--- src/rtl/pwm_hilo_pair.sv ---
module pwm_hilo_pair #(
  parameter int CNT_W = 16,
  parameter int DIV_W = 7
) (
  input  logic        clk,
  input  logic        rst_n,
  input  logic        reg_we,
  input  logic [3:0]  reg_addr,
  input  logic [31:0] reg_wdata,
  output logic [31:0] reg_rdata,
  input  logic [3:0]  clk_en_src,
  output logic [1:0]  pwm_out
);
  localparam logic [31:0] CTRL_MASK = 32'h00FF_FFF3;
  localparam int POS_W = CNT_W + 1;

  logic [31:0] cnt_word [2];
  logic [31:0] ctrl_q;

  logic [1:0]                   run, tick, wrap;
  logic [1:0][1:0]              src_sel;
  logic [1:0][DIV_W-1:0]        div, psc;
  logic [1:0][CNT_W-1:0]        act_hi, act_lo;
  logic [1:0][POS_W-1:0]        pos, total;

  always_ff @(posedge clk) begin
    if (!rst_n) begin
      cnt_word[0] <= '0;
      cnt_word[1] <= '0;
      ctrl_q      <= '0;
    end else if (reg_we) begin
      case (reg_addr[3:2])
        2'd0: cnt_word[0] <= reg_wdata;
        2'd1: cnt_word[1] <= reg_wdata;
        2'd2: ctrl_q      <= reg_wdata & CTRL_MASK;
        default: ;
      endcase
    end
  end

  always_comb begin
    case (reg_addr[3:2])
      2'd0:    reg_rdata = cnt_word[0];
      2'd1:    reg_rdata = cnt_word[1];
      2'd2:    reg_rdata = ctrl_q;
      default: reg_rdata = '0;
    endcase
  end

  always_comb begin
    for (int c = 0; c < 2; c++) begin
      run[c]     = ctrl_q[c] & ctrl_q[15 + 8*c];
      src_sel[c] = ctrl_q[4 + 2*c +: 2];
      div[c]     = ctrl_q[8 + 8*c +: DIV_W];
      tick[c]    = run[c] & clk_en_src[src_sel[c]] & (psc[c] == div[c]);
      total[c]   = {1'b0, act_hi[c]} + {1'b0, act_lo[c]};
      wrap[c]    = (pos[c] + POS_W'(1)) >= total[c];
      pwm_out[c] = run[c] & (pos[c] < {1'b0, act_hi[c]});
    end
  end

  always_ff @(posedge clk) begin
    for (int c = 0; c < 2; c++) begin
      if (!rst_n) begin
        psc[c]    <= '0;
        pos[c]    <= '0;
        act_hi[c] <= '0;
        act_lo[c] <= '0;
      end else if (!run[c]) begin
        psc[c]    <= '0;
        pos[c]    <= '0;
        act_hi[c] <= cnt_word[c][31:16];
        act_lo[c] <= cnt_word[c][CNT_W-1:0];
      end else begin
        if (clk_en_src[src_sel[c]])
          psc[c] <= (psc[c] == div[c]) ? '0 : psc[c] + DIV_W'(1);
        if (tick[c]) begin
          if (wrap[c]) begin
            pos[c]    <= '0;
            act_hi[c] <= cnt_word[c][31:16];
            act_lo[c] <= cnt_word[c][CNT_W-1:0];
          end else begin
            pos[c] <= pos[c] + POS_W'(1);
          end
        end
      end
    end
  end
endmodule

--- config.mk ---
export PLATFORM = sky130hd
export DESIGN_NAME = pwm_hilo_pair
export DESIGN_NICKNAME = d
export VERILOG_FILES = /design/src/rtl/pwm_hilo_pair.sv
export SDC_FILE = /design/constraint.sdc
export NUM_CORES = 1
export LEC_CHECK = 0
export BUFFER_PORTS_ARGS = -buffer_cell sky130_fd_sc_hd__buf_4
export CAP_MARGIN = 20
export CORE_UTILIZATION = 65
export DETAILED_ROUTE_END_ITERATION = 10
export HOLD_SLACK_MARGIN = 0.1
export PLACE_DENSITY = 0.84
export SLEW_MARGIN = 15
export SYNTH_ARGS = -nofsm -noshare
export SYNTH_HDL_FRONTEND = slang
export SYNTH_SLANG_ARGS = --single-unit
--- constraint.sdc ---
create_clock -name clk -period 11.9 [get_ports clk]
set_input_delay 2.38 -clock clk [delete_from_list [all_inputs] [get_ports clk]]
set_output_delay 2.38 -clock clk [all_outputs]
set_load 0.03 [all_outputs]
-- After elaboration in Yosys (flattened, before gate mapping)
Memories as Yosys holds them, arrays and structs flattened.
Index checks and enable logic that the tools add are counted.
- add/sub/neg operators: 6
- multipliers: 0
- divide/modulo/power cells: 0
- order comparisons: 6
- equality and inequality tests: 8
- shifts and indexed selects: 0
- multiplexer cells: 32
- bitwise operators: 10
- reductions and logical operators: 6
- operators with widths (cell ; number):
    16-bit 2-to-1 mux ; 12
    32-bit one-hot mux with 3 select lines ; 1
    32-bit 2-to-1 mux ; 2
    16-bit by 16-bit adder with 17-bit output ; 2
    17-bit by 1-bit adder with 17-bit output (second input constant) ; 2
    17-bit >= comparator ; 2
    17-bit by 16-bit < comparator with 1-bit output ; 2
    17-bit 2-to-1 mux ; 2
    7-bit by 1-bit adder with 7-bit output (second input constant) ; 2
    7-bit == test ; 2
    7-bit 2-to-1 mux ; 2
    1-bit 2-to-1 mux ; 11
    2-bit AND reduction ; 5
    1-bit AND ; 8
    2-bit by 1-bit inequality test with 1-bit output (second input constant) ; 4
    2-bit by 3-bit < comparator with 1-bit output (second input constant) ; 2
    1-bit binary-select mux with 2-bit select ; 2
    2-bit by 1-bit == test with 1-bit output (second input constant) ; 1
    2-bit == test (second input constant) ; 1
    2-bit logical NOT ; 1
    1-bit bitwise OR ; 2
- flip-flop bits (word level): 134
- bits in latches: 0
- RAM bits: 64
- ROM bits: 0
- input port bits: 43
- word-level logic and storage cells: 78
- memories kept: 1
- memories (memory ; depth ; width ; read ports ; clocked after memory_dff ; write ports ; RTL line ; source):
    cnt_word ; 2 ; 32 ; 2 ; 0 ; 2 ; 17 ; logic [31:0] cnt_word [2];

-- Depth between registers and ports, before layout
- word-level depth: 6
- mapped depth: 17

-- Worst setup path after synthesis
OpenSTA, ideal clock, no wires.
- kind: input to output
- start: in reg_addr[2]
- end: out reg_rdata[0]
- data arrival time: 3.981 ns
- data required time: 9.520 ns
- path slack: 5.539 ns
- stages: 4
- cell sequence: clkbuf_1 buf_1 mux2i_1 o21ai_0
- longest elaborated chain between the ends: 2
- ends and longest elaborated chain (what ; RTL line ; source):
    from (decl) ; 8 ; input logic [3:0] reg_addr,
    2-bit == test, or another cell as far along ; 42 ; case (reg_addr[3:2])
    32-bit one-hot mux with 3 select lines (*) ; 42 ;
    to (decl) ; 10 ; output logic [31:0] reg_rdata,
Every way passes the cells marked *; elsewhere a longest branch is shown, timed or not.

-- Worst setup path after layout
- start: in reg_addr[3]
- end: out reg_rdata[15]
Same word-level chain as after synthesis.

==> key figures <==
Timing
  • Post-layout min period: approximately 6.6 ns
  • Least-Margin Pin Slew: between 1 and 1.5 ns
  • Fin. max-slew vios: 0
  • Final setup vio count: 0
  • Final Hold Viols: 0
  • Crit share post-route: around 56%
  • Worst clock skew: ~0.011 ns
  • Unrepaired setup endpoints after global routing: false
  • Peak Freq: about 0.15 GHz
  • Final TNS setup: 0 ns
  • Hold WS: between 0.4 and 0.5 ns
  • Slew HR: about a quarter

Global routing
  • Pin count of the biggest net entering global routing: 70
  • Antenna violations before repair: 0
  • First-pass GRT wire length: around 47 mm
  • Vias in the first global route: between 9000 and 10000
  • GR Overflow Total: 0
  • GRT Total Usage: 32.6%

Clocking
  • CTS Buf Count: 17
  • Clock sinks: between 150 and 200
  • CTS root buf: clkbuf_16
  • Setup Buffers After CTS: 0
  • Resized Gates After CTS: 0
  • Deepest clock path buffer count: 2
  • Hold Buf Count CTS: 0
  • Clk_lat worst skew: approximately 0.44 ns
  • CTS tree: yes
  • Max H-tree Level: 4
  • Worst-path clk slew: 0.07 ns

Synth
  • Synth Instances: ~1300
  • Syn nets: around 1400
  • Mapped Avg Cell Area: 8.99 µm²
  • Post-Syn Area: around 12000 µm²
  • Largest family of logic cells by synthesized area: simple AND/OR/NAND/NOR gates
  • Adder-Cell Fraction of Synth Area: 11.1%
  • Compound-Gate Fraction of Synth Area: 14.7%
  • Number of distinct library cells after synthesis: 67
  • Simple-gate share of the synthesized area: between 15 and 20%
  • Fraction of registers with async set/reset: 0%
  • Synth Register Bits: ~200
  • Post-synthesis sequential area ratio: about two fifths
  • Post-Synth XOR/XNOR Area: under 10%
  • Post-synth EDFFs: 64
  • Ys flop type: dfxtp_1
  • Yosys Warn Count: 0
  • Mux share of post-synthesis cell area: around 6.2%

Floorplanning
  • # IOs: 77
  • Initial Util: 67.0%
  • Core box area: 17400 µm²
  • FP Rows: between 40 and 50
  • Die Area: 18500 µm²
  • Die outline height: roughly 140 µm
  • Die span in x: 136 µm

Place
  • IO Port Bufs: 74
  • Routability cong.: about 0.9
  • Final HPWL from detailed placement: roughly 21 mm

Final layout
  • Layout cell share with drive strength beyond 1: 10.1%
  • Area occupied by multi-input gates: 6640 µm²
  • Layout Nets: ~1500
  • Layout area overhead: 10.8%
  • Fillcell total: 1277
  • Register Area: between 4000 and 5000 µm²
  • Antenna diodes: 0

Detailed routing
  • Vias: approximately 10000
  • Routed Antenna Nets: 0
  • Drt initial violations: between 1000 and 1500
  • DR vias/cell: roughly 6.3
  • # DRC: 0
  • Drt wl/cell: 18.6 µm
  • First-pass DRT Iterations: 6
  • Total Routed Length: slightly below 30 mm

Setup path
  • Crit-path max cell delay: approximately 0.80 ns
  • Critical-path top delay cell: nor2b_1
  • CP Max Fanout: 34
  • Crit Path Class: in2out
  • CP Launch Type: primary input
  • Cell family with most CP delay: buffers and inverters
  • Worst Path Buf+Inv: 3
  • Most used cell, CP: buf_4
  • Sequence of cells on the critical path: buf_4 -> nor2b_1 -> buf_4 -> nand2_1 -> o21ai_0 -> buf_4
  • Critical Path AT: 4.26 ns
  • WP data required: between 9 and 10 ns
  • CP Capture Type: output pin

Run status
  • Status: finished clean

Pwr
  • Power Dens Cells: ~120 nW/µm²
  • Max IR drop VDD: 0.119 mV
  • Static leakage: 5.33 nW

Min path
  • Worst hold path class: reg2reg

Flow run
  • Max-Cap Viols: 0
[logic make-up (layout without fill, tap and decap cells)]
kind of cell / Yosys count / in the layout
muxes: 70 / 70
buffers and inverters: 108 / 160
AOI/OAI and AO/OA: 278 / 278
adders and majority gates: 102 / 102
and+or+nand+nor: 460 / 460
DFF: 198 / 198
xor gates and xnor gates: 82 / 82
[registers in the layout, summed over array words and instances, names as in the netlist]
| signal | flops |
|---|---|
| act_hi | 32 |
| act_lo | 32 |
| cnt_word | 64 |
| ctrl_q | 22 |
| pos | 34 |
| psc | 14 |
[worst register-to-register path: cells and delay by family (launching register included)]
kind	cells	cell delay [ns]
mux	1	0.26
buf+inv	1	0.26
flops	1	0.42
simple gates	1	0.27
fa+ha+maj	2	0.57
compound gates	9	2.92
[where the power goes]
part / leakage, nW / switching, mW / internal (mW) / total, mW
Clock: 0.278 / 0.289 / 0.282 / 0.571
Sequential: 1.73 / 0.0285 / 0.733 / 0.761
Combinational: 3.33 / 0.139 / 0.0891 / 0.228
Total: 5.33 / 0.457 / 1.10 / 1.56
[synthesized netlist by cell type (all sizes together) (8+ instances only)]
master | instances | area [µm²]
nand2 | 187 | 702
dfxtp | 134 | 2680
a21oi | 105 | 529
ha | 100 | 1250
nand3 | 77 | 390
o21ai | 74 | 370
nor2 | 73 | 277
mux2i | 68 | 681
edfxtp | 64 | 1920
xor2 | 46 | 403
clkbuf | 45 | 169
inv | 43 | 161
and2 | 38 | 238
xnor2 | 36 | 315
a21o | 24 | 180
buf | 20 | 118
and3 | 17 | 106
nand4 | 17 | 113
nor3 | 17 | 90.1
a31oi | 11 | 68.8
nand2b | 8 | 50.1
[metal layers]
metal  wire length (µm)  part of all wire, %  track usage (%)
met1              12400                   42             43.7
met2              13500                   46             52.6
met3               2450                  8.3             5.07
met4                952                  3.2             13.5
met5                  0                    0                0
[placed cells by master, fill, tap and decap left out, types with 24 or more instances in the layout]
master    synthesis  final
nand2_1         187    187
dfxtp_1         134    134
a21oi_1         104    104
ha_1            100    100
buf_4             0     83
nand3_1          76     76
nor2_1           72     72
mux2i_1          68     68
edfxtp_1         64     64
o21ai_0          60     58
xor2_1           46     46
inv_1            43     43
and2_1           37     37
xnor2_1          36     36
a21o_1           24     24
[final timing paths]
kind	from	to	slack, ns	depth (start not counted)
setup / recovery	reg_addr[3]	reg_rdata[15]	5.26	6
hold / removal	act_lo[27]$_SDFFE_PN0P_	act_lo[27]$_SDFFE_PN0P_	0.47	2
setup reg to reg	act_hi[1]$_SDFFE_PN0P_	act_hi[2]$_SDFFE_PN0P_	7.11	14
hold reg to reg	act_lo[27]$_SDFFE_PN0P_	act_lo[27]$_SDFFE_PN0P_	0.47	2
[per-stage QoR]
step	setup slack, ns	cells	util, %	cell area [µm²]	total power, mW
after floorplan	5.54	1298	-	11700	0.920
after global placement	5.30	1541	70.7	12300	0.987
after detailed placement	5.30	1542	70.8	12300	0.996
after CTS	5.30	1574	74.1	12900	1.56
after global routing	5.20	1575	74.2	12900	1.61
final	5.26	1575	74.2	12900	1.56
[cell type report]
cell class                      instances  share of cell area (%)
Inverter                               43                    1.25
Tap cell                              225                    2.18
Timing Repair Buffer                   85                    5.09
Sequential cell                       198                    35.6
Clock inverter                         14                    1.18
Clock buffer                           18                    3.32
Multi-Input combinational cell        992                    51.4
Note: power is estimated with default switching activity, not from simulation.
